===== src/rtl/mbc_pkg.sv =====
package mbc_pkg;
  typedef enum logic [1:0] {
    PH_IDLE = 2'd0,
    PH_ADDR = 2'd1,
    PH_WAIT = 2'd2,
    PH_DONE = 2'd3
  } phase_t;
endpackage


===== src/rtl/mbc_addr_step.sv =====
// Next word address inside an aligned block of 2**BEAT_W words.
module mbc_addr_step #(
  parameter int ADDR_W = 16,
  parameter int OFF_W  = 1,
  parameter int BEAT_W = 2
) (
  input  logic [ADDR_W-1:0] cur_addr,
  output logic [ADDR_W-1:0] next_addr
);
  logic [BEAT_W-1:0] idx;

  always_comb begin
    idx       = cur_addr[OFF_W +: BEAT_W] + 1'b1;
    next_addr = cur_addr;
    next_addr[OFF_W +: BEAT_W] = idx;
  end
endmodule


===== src/rtl/mbc_sequencer.sv =====
module mbc_sequencer
  import mbc_pkg::*;
#(
  parameter int ADDR_W = 16,
  parameter int DATA_W = 16,
  parameter int BEAT_W = 2
) (
  input  logic              clk,
  input  logic              rst_n,
  input  logic              accept,
  input  logic              req_write,
  input  logic              req_burst,
  input  logic [ADDR_W-1:0] req_addr,
  input  logic [DATA_W-1:0] req_wdata,
  input  logic              bus_ready,
  output phase_t            phase,
  output logic              is_wr,
  output logic              last_beat,
  output logic [ADDR_W-1:0] cur_addr,
  output logic [DATA_W-1:0] cur_wdata
);
  localparam int OFF_W = (DATA_W / 8 > 1) ? $clog2(DATA_W / 8) : 0;

  logic              is_burst;
  logic [BEAT_W-1:0] beat;
  logic [ADDR_W-1:0] step_addr;

  mbc_addr_step #(.ADDR_W(ADDR_W), .OFF_W(OFF_W), .BEAT_W(BEAT_W)) u_step (
    .cur_addr (cur_addr),
    .next_addr(step_addr)
  );

  assign last_beat = !is_burst || (beat == {BEAT_W{1'b1}});

  always_ff @(posedge clk) begin
    if (!rst_n) begin
      phase     <= PH_IDLE;
      is_wr     <= 1'b0;
      is_burst  <= 1'b0;
      beat      <= '0;
      cur_addr  <= '0;
      cur_wdata <= '0;
    end else begin
      unique case (phase)
        PH_IDLE: if (accept) begin
          phase     <= PH_ADDR;
          is_wr     <= req_write;
          is_burst  <= req_burst && !req_write;
          beat      <= '0;
          cur_addr  <= req_addr;
          cur_wdata <= req_wdata;
        end
        PH_ADDR: phase <= PH_WAIT;
        PH_WAIT: if (bus_ready) phase <= PH_DONE;
        PH_DONE: begin
          if (last_beat) begin
            phase <= PH_IDLE;
          end else begin
            phase    <= PH_ADDR;
            beat     <= beat + 1'b1;
            cur_addr <= step_addr;
          end
        end
        default: phase <= PH_IDLE;
      endcase
    end
  end
endmodule


===== src/rtl/mbc_response.sv =====
module mbc_response #(
  parameter int DATA_W = 16
) (
  input  logic              clk,
  input  logic              rst_n,
  input  logic              beat_end,
  input  logic              is_wr,
  input  logic              last_beat,
  input  logic [DATA_W-1:0] bus_rdata,
  output logic              rsp_valid,
  output logic [DATA_W-1:0] rsp_data,
  output logic              done
);
  always_ff @(posedge clk) begin
    if (!rst_n) begin
      rsp_valid <= 1'b0;
      rsp_data  <= '0;
      done      <= 1'b0;
    end else begin
      rsp_valid <= beat_end && !is_wr;
      done      <= beat_end && last_beat;
      if (beat_end && !is_wr) rsp_data <= bus_rdata;
    end
  end
endmodule


===== src/rtl/mem_bus_cycle_ctrl.sv =====
module mem_bus_cycle_ctrl
  import mbc_pkg::*;
#(
  parameter int ADDR_W = 16,
  parameter int DATA_W = 16,
  parameter int BEAT_W = 2
) (
  input  logic              clk,
  input  logic              rst_n,
  input  logic              req_valid,
  output logic              req_ready,
  input  logic              req_write,
  input  logic              req_burst,
  input  logic [ADDR_W-1:0] req_addr,
  input  logic [DATA_W-1:0] req_wdata,
  output logic              busy,
  output logic              rsp_valid,
  output logic [DATA_W-1:0] rsp_data,
  output logic              done,
  output logic [ADDR_W-1:0] bus_addr,
  output logic [DATA_W-1:0] bus_wdata,
  output logic              bus_wdata_oe,
  input  logic [DATA_W-1:0] bus_rdata,
  output logic              bus_rd,
  output logic              bus_wr,
  input  logic              bus_ready
);
  phase_t            phase;
  logic              is_wr;
  logic              last_beat;
  logic              active;
  logic [ADDR_W-1:0] cur_addr;
  logic [DATA_W-1:0] cur_wdata;

  assign active    = (phase != PH_IDLE);
  assign busy      = active;
  assign req_ready = !active;

  mbc_sequencer #(.ADDR_W(ADDR_W), .DATA_W(DATA_W), .BEAT_W(BEAT_W)) u_seq (
    .clk      (clk),
    .rst_n    (rst_n),
    .accept   (req_valid && req_ready),
    .req_write(req_write),
    .req_burst(req_burst),
    .req_addr (req_addr),
    .req_wdata(req_wdata),
    .bus_ready(bus_ready),
    .phase    (phase),
    .is_wr    (is_wr),
    .last_beat(last_beat),
    .cur_addr (cur_addr),
    .cur_wdata(cur_wdata)
  );

  mbc_response #(.DATA_W(DATA_W)) u_rsp (
    .clk      (clk),
    .rst_n    (rst_n),
    .beat_end (phase == PH_DONE),
    .is_wr    (is_wr),
    .last_beat(last_beat),
    .bus_rdata(bus_rdata),
    .rsp_valid(rsp_valid),
    .rsp_data (rsp_data),
    .done     (done)
  );

  assign bus_addr     = cur_addr;
  assign bus_wdata    = cur_wdata;
  assign bus_wdata_oe = active && is_wr;
  assign bus_rd       = active && !is_wr;
  assign bus_wr       = is_wr && (phase == PH_WAIT);
endmodule


===== config.mk =====
export PLATFORM = sky130hd
export DESIGN_NAME = mem_bus_cycle_ctrl
export DESIGN_NICKNAME = d
export VERILOG_FILES = /design/src/rtl/mbc_pkg.sv /design/src/rtl/mbc_addr_step.sv /design/src/rtl/mbc_sequencer.sv /design/src/rtl/mbc_response.sv /design/src/rtl/mem_bus_cycle_ctrl.sv
export SDC_FILE = /design/constraint.sdc
export NUM_CORES = 1
export LEC_CHECK = 0
export ABC_CLOCK_PERIOD_IN_PS = 1750
export BUFFER_PORTS_ARGS = -buffer_cell sky130_fd_sc_hd__buf_2
export CAP_MARGIN = 30
export CORE_UTILIZATION = 30
export CTS_CLUSTER_DIAMETER = 80
export DETAILED_ROUTE_END_ITERATION = 10
export SLEW_MARGIN = 30
export SYNTH_ARGS = -nofsm -noshare
export SYNTH_HDL_FRONTEND = slang
export SYNTH_SLANG_ARGS = --single-unit

===== constraint.sdc =====
create_clock -name clk -period 1.75 [get_ports clk]
set_input_delay 0.0875 -clock clk [delete_from_list [all_inputs] [get_ports clk]]
set_output_delay 0.0875 -clock clk [all_outputs]
set_load 0.05 [all_outputs]

==> impl_metrics.toml <==
[sta]
tns_ns = 0
hold_ws_ns = 0.0208
worstMarginPinSlew_ns = 0.459
fmax_ghz = 0.590
finalClockSkew_ns = 0.00519
timing.final.crit_period_ns = 1.70
setup_viol = 0
maxSlewHeadroom_pct = 69.4
rsz0062_at_grt = "no"
hold_viol = 0
min_period_over_period_pct = 96.9
slew_viol_final = 0

[setup_path]
required_ns = 1.96
critPathMaxFanout = 6
cp-start-kind = "flip-flop"
endpoint_kind = "flip-flop"
worstPathArrival_ns = 1.90
path_class = "reg -> reg"

[synthesis]
ys_types = 26
synth_top_area_cell = "dfxtp_1"
synth_most_common_cell = "nand2_1"
synth_area_leaders = "dfxtp_1 (49%), a21boi_0 (16%), nand2_1 (14%)"
synth_ff_type = "dfxtp_1"
ys_ff_latch = 56
synth.top_cell.area_share_pct = 48.6
ys_async_sr_fraction_pct = 0
syn_nets = 323
synthesis.area_um2 = 2310
avgSynthCellArea_um2 = 8.74
ys_seq_area_share_pct = 48.6
syn_inst = 264
synthTopCellsByCount = "nand2_1 (85), dfxtp_1 (56), a21boi_0 (48)"
synth-edff-count = 0
ys_warn_count = 0

[final_layout]
multi_input_area_um2 = 1110
fin_nets = 429
drive_gt1_share_pct = 35.0
num_antenna_cells = 0
final_area_um2 = 3120
area_growth_pct = 35.1
seq_area_um2 = 1120
nFillCells = 745

[global_route]
grt_pass1_vias = 1757
antenna_found_initial = 0
grt_max_degree = 30
overflow = 0
grtUsageTotal_pct = 12.5
grt_pass1_wl_um = 7880

[die]
coreArea_um2 = 7330
io_pins = 109
initial_core_util_pct = 31.5
die_w_um = 89.7
die_area_um2 = 8050
fp-row-count = 31
die_h_um = 89.7

[route]
drc_errors = 0
drtIter0Drc = 66
avgRoutedWirePerCell_um = 11.1
avgViaCountPerCell = 4.36
vias = 2050
dr.pass1.iters = 4
wl_um = 5240
ant_nets = 0

[worst_hold_path]
min_path_type = "in -> reg"

[power]
power_density_nw_per_um2 = 1500
p_leak_nw = 1.41
power.total_mw = 4.66
max-vdd-ir-drop_uv = 902

[clock_network]
clockBufferDepth = 2
cts-root-buf = "clkbuf_8"
clkSlewWorstSetupHoldPaths_ns = 0.10
ctsHtreeMaxLevel = 2
clkSinkCount = 56
cts_tree = "built"
cts_hold_buf = 0
clock_latency_ns = 0.30
cts_buffers = 5

[placement]
place_congestion = 0.747
dp_hpwl_um = 3650
dpl_cell_area_um2 = 2990
io_buffers = 108

[run_status]
outcome = "complete, no violations"

[flow_run]
drv_cap = 0
## per-stage QoR
step	setup WS, ns	cells	util (%)
final	0.0547	470	42.5
after global routing	0.0230	470	42.5
after CTS	0.0257	470	42.5
after detailed placement	0.0346	462	40.8
after global placement	0.0894	462	40.8
after floorplan	0.0184	264	-
## layer usage
| layer | GRT usage, % | routed length, um |
|---|---|---|
| met1 | 15.8 | 2520 |
| met2 | 21.6 | 2330 |
| met3 | 3.29 | 359 |
| met4 | 2.60 | 31 |
| met5 | 0 | 0 |
## layout make-up
type,count,share of cell area [%]
Tap cell,99,3.97
Multi-Input combinational cell,186,35.6
Timing Repair Buffer,117,19.9
Clock inverter,1,0.963
Clock buffer,7,3.09
Inverter,4,0.482
Sequential cell,56,36.0
## power breakdown
part	switching [mW]	internal, mW	total, mW
clock network	0.405	0.505	0.911
registers	0.123	1.51	1.63
logic	1.50	0.618	2.12
## flip-flops by register name, indices dropped and copies added (netlist names)
| signal | cells |
|---|---|
| u_seq.cur_addr | 16 |
| u_rsp.rsp_data | 16 |
| u_rsp.done | 1 |
| u_seq.beat | 2 |
| u_rsp.rsp_valid | 1 |
| u_seq.cur_wdata | 16 |
| u_seq.is_burst | 1 |
| u_seq.phase | 2 |
| u_seq.is_wr | 1 |
## repair_timing
action                                  CTS  global route
setup buffers                             0             0
resized for setup                         0             1
endpoints found under the setup margin    0             1
## worst max-delay path, stage by stage (launching register included)
cell and delay (ns):
dfxtp_1 0.34, inv_1 0.12, ha_4 0.19, nor2b_4 0.14, a211o_4 0.34, mux2_4 0.30, o21a_1 0.18
## placed cells by master, fill, tap and decap left out, types with 3 or more instances in the layout
| cell | n |
|---|---|
| inv_1 | 4 |
| nand2_1 | 85 |
| nor2_1 | 3 |
| buf_4 | 8 |
| a21boi_0 | 48 |
| nand2b_1 | 3 |
| nor2b_1 | 6 |
| dfxtp_1 | 55 |
| and2_1 | 3 |
| buf_2 | 108 |
| clkbuf_8 | 7 |
| nand3b_1 | 16 |
| ha_1 | 4 |
## cell families (layout without fill, tap and decap cells)
| logic type | after synthesis | after routing | share of synthesized area, % |
|---|---|---|---|
| AND/OR/NAND/NOR | 121 | 121 | 24.5 |
| AO/OA/AOI/OAI | 58 | 58 | 19.3 |
| flip-flops | 56 | 56 | 48.6 |
| buffers and inverters | 22 | 129 | 3.90 |
| adder cells (fa/ha/maj) | 5 | 5 | 2.71 |
| multiplexers | 2 | 2 | 1.08 |
## path summary, 6_finish.rpt
kind | slack, ns | start | endpoint | depth (start not counted)
worst min-delay path | 0.02 | req_wdata[0] | u_seq.cur_wdata[0] | 3
worst max-delay path | 0.05 | u_seq.phase[0] | u_seq.cur_addr[1] | 6
worst max register to register | 0.05 | u_seq.phase[0] | u_seq.cur_addr[1] | 6
worst min register to register | 0.46 | u_rsp.rsp_data[15] | u_rsp.rsp_data[15] | 2
(Power assumes the default switching activity.)
